`config.mk`:
```
export PLATFORM = sky130hd
export DESIGN_NAME = simd_dotp_mac
export DESIGN_NICKNAME = d
export VERILOG_FILES = /design/src/rtl/simd_dotp_pkg.sv /design/src/rtl/simd_dotp_prec_reg.sv /design/src/rtl/simd_dotp_lanes.sv /design/src/rtl/simd_dotp_mac.sv
export SDC_FILE = /design/constraint.sdc
export NUM_CORES = 2
export LEC_CHECK = 0
export BUFFER_PORTS_ARGS = -buffer_cell sky130_fd_sc_hd__buf_4
export CAP_MARGIN = 20
export CORE_MARGIN = 3
export CORE_UTILIZATION = 45
export CTS_CLUSTER_DIAMETER = 80
export CTS_CLUSTER_SIZE = 30
export DETAILED_ROUTE_END_ITERATION = 12
export PLACE_DENSITY_LB_ADDON = 0.2
export SYNTH_ARGS = -nofsm -noshare
export SYNTH_HDL_FRONTEND = slang
export SYNTH_SLANG_ARGS = --single-unit
```
`constraint.sdc`:
```
create_clock -name clk -period 19.8 [get_ports clk]
set_clock_uncertainty 0.15 [all_clocks]
set_input_delay 3.96 -clock clk [delete_from_list [all_inputs] [get_ports clk]]
set_output_delay 3.96 -clock clk [all_outputs]
set_load 0.01 [all_outputs]
```
`src/rtl/simd_dotp_pkg.sv`:
```
`timescale 1ns/1ps
package simd_dotp_pkg;
  localparam int unsigned PREC_W = 2;
  localparam int unsigned NPREC  = 4;

  typedef enum logic [PREC_W-1:0] {
    PREC_16 = 2'd0,
    PREC_8  = 2'd1,
    PREC_4  = 2'd2,
    PREC_2  = 2'd3
  } prec_e;

  // Lane width for precision code p, given the widest lane.
  function automatic int unsigned lane_width(int unsigned max_w, int unsigned p);
    return max_w >> p;
  endfunction

  // Extend a lane to one extra bit: sign copy or zero.
  function automatic logic [16:0] extend_lane(logic [15:0] v, int unsigned w, logic sgn);
    logic [16:0] r;
    r = {1'b0, v};
    if (sgn && v[w-1]) begin
      for (int i = 0; i < 17; i++) if (i >= int'(w)) r[i] = 1'b1;
    end
    return r;
  endfunction
endpackage

```
`src/rtl/simd_dotp_prec_reg.sv`:
```
`timescale 1ns/1ps
module simd_dotp_prec_reg
  import simd_dotp_pkg::*;
(
  input  logic              clk,
  input  logic              rst_n,
  input  logic              wr_en,
  input  logic [PREC_W-1:0] wr_data,
  output logic [PREC_W-1:0] prec_q
);
  always_ff @(posedge clk) begin
    if (!rst_n)     prec_q <= PREC_16;
    else if (wr_en) prec_q <= wr_data;
  end
endmodule

```
`src/rtl/simd_dotp_lanes.sv`:
```
`timescale 1ns/1ps
module simd_dotp_lanes
  import simd_dotp_pkg::*;
#(
  parameter int unsigned DW = 32,
  parameter int unsigned W  = 8
) (
  input  logic [DW-1:0] op_a,
  input  logic [DW-1:0] op_b,
  input  logic          sign_a,
  input  logic          sign_b,
  output logic [DW-1:0] dot
);
  localparam int unsigned LANES = DW / W;
  localparam int unsigned PW    = 2 * W + 2;

  logic [DW-1:0] lane_prod [LANES];

  for (genvar k = 0; k < LANES; k++) begin : g_lane
    logic [16:0] ea_full, eb_full;
    logic signed [W:0]    ea, eb;
    logic signed [PW-1:0] prod;
    always_comb begin
      ea_full = extend_lane(16'(op_a[k*W +: W]), W, sign_a);
      eb_full = extend_lane(16'(op_b[k*W +: W]), W, sign_b);
    end
    assign ea   = ea_full[W:0];
    assign eb   = eb_full[W:0];
    assign prod = PW'(ea) * PW'(eb);
    if (PW >= DW) begin : g_trunc
      assign lane_prod[k] = prod[DW-1:0];
    end else begin : g_sext
      assign lane_prod[k] = {{(DW-PW){prod[PW-1]}}, prod};
    end
  end

  always_comb begin
    dot = '0;
    for (int k = 0; k < LANES; k++) dot = dot + lane_prod[k];
  end
endmodule

```
`src/rtl/simd_dotp_mac.sv`:
```
`timescale 1ns/1ps
module simd_dotp_mac
  import simd_dotp_pkg::*;
#(
  parameter int unsigned DW = 32
) (
  input  logic              clk,
  input  logic              rst_n,
  input  logic              prec_wr_en,
  input  logic [PREC_W-1:0] prec_wr_data,
  input  logic              in_valid,
  input  logic              sign_a,
  input  logic              sign_b,
  input  logic [DW-1:0]     op_a,
  input  logic [DW-1:0]     op_b,
  input  logic [DW-1:0]     acc_in,
  output logic              out_valid,
  output logic [DW-1:0]     result
);
  localparam int unsigned MAX_W = DW / 2;

  logic [PREC_W-1:0] prec_q;
  logic [DW-1:0]     dot_by_prec [NPREC];
  logic [DW-1:0]     dot_sel;
  logic [DW-1:0]     next_result;

  simd_dotp_prec_reg u_prec (
    .clk     (clk),
    .rst_n   (rst_n),
    .wr_en   (prec_wr_en),
    .wr_data (prec_wr_data),
    .prec_q  (prec_q)
  );

  for (genvar p = 0; p < NPREC; p++) begin : g_prec
    simd_dotp_lanes #(.DW(DW), .W(lane_width(MAX_W, p))) u_lanes (
      .op_a   (op_a),
      .op_b   (op_b),
      .sign_a (sign_a),
      .sign_b (sign_b),
      .dot    (dot_by_prec[p])
    );
  end

  assign dot_sel     = dot_by_prec[prec_q];
  assign next_result = acc_in + dot_sel;

  always_ff @(posedge clk) begin
    if (!rst_n) begin
      out_valid <= 1'b0;
      result    <= '0;
    end else begin
      out_valid <= in_valid;
      if (in_valid) result <= next_result;
    end
  end
endmodule

```
==> flow_metrics.py <==
metrics = {
    "worst_setup_path": {
        "crit_top_cell": "fa_1",
        "reg2reg_slack_ns": 15.20,
        "worstPathRequired_ns": 19.87,
        "start_kind": "input pin",
        "rr_worst_depth": 13,
        "crit_slowest_cell": "fa_1",
        "crit_path_end_kind": "flip-flop",
        "worst-setup-path-type": "input pin to flip-flop",
        "crit_fanout": 16,
        "cp.arrival_ns": 16.35,
        "r2r-start": "u_prec.prec_q[1]",
        "r2r-end": "result[21]",
        "critical_path.max_stage_delay_ns": 0.55,
    },
    "logic_synthesis": {
        "synthXorXnorAreaFrac_pct": 4.74,
        "syn-num-nets": 7342,
        "synthArstFlopShare_pct": 0,
        "synth-seq-area-share_pct": 1.39,
        "synth_edf_count": 0,
        "synth_fa_ha_area_share_pct": 64.1,
        "synth_compound_area_share_pct": 5.49,
        "ys_ff_latch": 35,
        "syn_avg_cell_area_um2": 9.31,
        "synth-main-ff-cell": "dfxtp_1",
        "synth_simple_gate_area_share_pct": 10.0,
        "netlist_area_um2": 50400,
        "yosys_warnings": 0,
        "synth_top_family_by_area": "adder cells",
        "syn_inst": 5414,
        "synthDistinctLibCells": 77,
        "synthMuxAreaShare_pct": 0.916,
    },
    "global_routing": {
        "grt_use_total_pct": 29.0,
        "grt_max_degree": 51,
        "grt_pass1_vias": 38300,
        "antenna_found_initial": 8,
        "grt.overflow.total": 0,
        "grt_pass1_wl_um": 247000,
    },
    "layout": {
        "diodes": 0,
        "fillers": 10700,
        "final_common_cell": "inv_1",
        "multi_input_area_um2": 43000,
        "drive_above_1_share_pct": 4.51,
        "final_cell_mix": "inv_1, fa_1, ha_1",
        "syn_to_final_growth_pct": 5.27,
        "postLayoutCellArea_um2": 53100,
        "final_nets": 7360,
        "regArea_um2": 701,
    },
    "clock_tree": {
        "cts.sinks": 35,
        "htree_levels": 2,
        "cts_buffers": 5,
        "cts_resized": 0,
        "clockBufferDepth": 2,
        "clk_pin_slew_ns": 0.06,
        "cts_setup_buffers": 0,
        "hold_buffers": 0,
        "cts_tree": "done",
        "insertion_delay_ns": 0.29,
        "cts_root_buf": "clkbuf_16",
    },
    "timing": {
        "finalCritPeriodShare_pct": 82.2,
        "tightest_slew_ns": 1.23,
        "fmax_mhz": 61.4,
        "fin_ws_ns": 3.52,
        "maxSlewHeadroom_pct": 17.4,
        "final.min_clock_period_ns": 16.28,
        "hold_violations": 0,
        "setup_tns_ns": 0,
        "rsz0062_at_grt": "false",
        "slew_violations": 0,
        "setup_viol": 0,
    },
    "worst_hold_path": {
        "whs_endpoint": "result[17]",
        "hp-start": "result[17]",
        "holdPathStages": 2,
        "min-delay-path-class": "flip-flop to flip-flop",
    },
    "place": {
        "placed_cell_area_um2": 52900,
        "gp_congestion": 1.03,
        "place.detailed.hpwl_um": 148000,
        "port-buffer-count": 136,
        "place_ws_ns": 3.26,
    },
    "detailed_routing": {
        "drt-initial-drc-count": 2540,
        "vias": 35800,
        "finalWirelength_um": 165000,
        "ant_nets": 0,
        "dr.pass1.iters": 5,
        "wl_per_cell_um": 23.8,
        "drc": 0,
        "vias_per_cell": 5.17,
    },
    "die": {
        "dieArea_um2": 116000,
        "num_rows": 122,
        "core_um2": 111000,
        "die_w_um": 341,
        "initial_core_util_pct": 45.4,
        "die_height_um": 341,
        "num_io_pins": 137,
    },
    "status": {
        "status": "complete, no violations",
    },
    "flow_run": {
        "maxCapViolCount": 0,
    },
}
## state kept, by name, indices dropped and copies added, names as in the netlist
register       flops
result            32
u_prec.prec_q      2
out_valid          1
## worst max-delay path by stage
| stage | startpoint | to | slack [ns] | cells past startpoint |
|---|---|---|---|---|
| after global placement | sign_b | result[29] | 3.43 | 44 |
| final | sign_b | result[29] | 3.52 | 42 |
| after CTS | sign_b | result[29] | 3.53 | 42 |
| after floorplan | sign_a | result[31] | 4.10 | 45 |
| after detailed placement | sign_b | result[29] | 3.26 | 42 |
| after global routing | sign_b | result[29] | 2.97 | 45 |
## metal layers
layer,track usage [%],routed length (um)
met1,38.2,66600
met2,47.2,76500
met3,4.54,11300
met4,13.8,10000
met5,0,97
## cells in the mapped netlist (35+ instances only)
library cell,n,area [um2]
a21o_1,46,345
a21oi_1,141,706
and2_1,240,1500
and3_1,44,275
clkbuf_1,138,518
dfxtp_1,35,701
fa_1,1266,25300
ha_1,558,6980
inv_1,1648,6190
nand2_1,410,1540
nor2_1,126,473
o21ai_0,69,345
or2_2,59,369
xnor2_1,213,1870
xor2_1,60,526
## worst max-delay path: cells and delay by family
| kind | cells | cell delay, ns |
|---|---|---|
| buffers and inverters | 6 | 0.65 |
| adders and majority gates | 15 | 6.86 |
| AOI/OAI and AO/OA | 13 | 2.64 |
| muxes | 1 | 0.49 |
| and+or+nand+nor | 7 | 1.66 |
## kinds of logic after synthesis
kind of cell / count (synthesis)
AOI/OAI and AO/OA: 433
xor gates and xnor gates: 273
adders and majority gates: 1824
buffers and inverters: 1793
DFF: 35
muxes: 31
and+or+nand+nor: 1025
## through the flow
step	cells	hold slack (ns)	util (%)
finish	6921	0.322	47.8
global route	6921	0.335	47.8
CTS	6918	0.324	47.8
detailed placement	6910	0.317	47.6
global placement	6906	0.311	47.6
floorplan	5414	0.340	-
## area by class of cell
| class | instances | share of cell area [%] |
|---|---|---|
| Clock buffer | 8 | 0.295 |
| Inverter | 1651 | 11.7 |
| Multi-Input combinational cell | 3586 | 81.0 |
| Sequential cell | 35 | 1.32 |
| Tap cell | 1488 | 3.51 |
| Timing Repair Buffer | 153 | 2.21 |
Power is not shown: default switching activity piles up to over one toggle a cycle in this logic, so the estimate is an artifact.
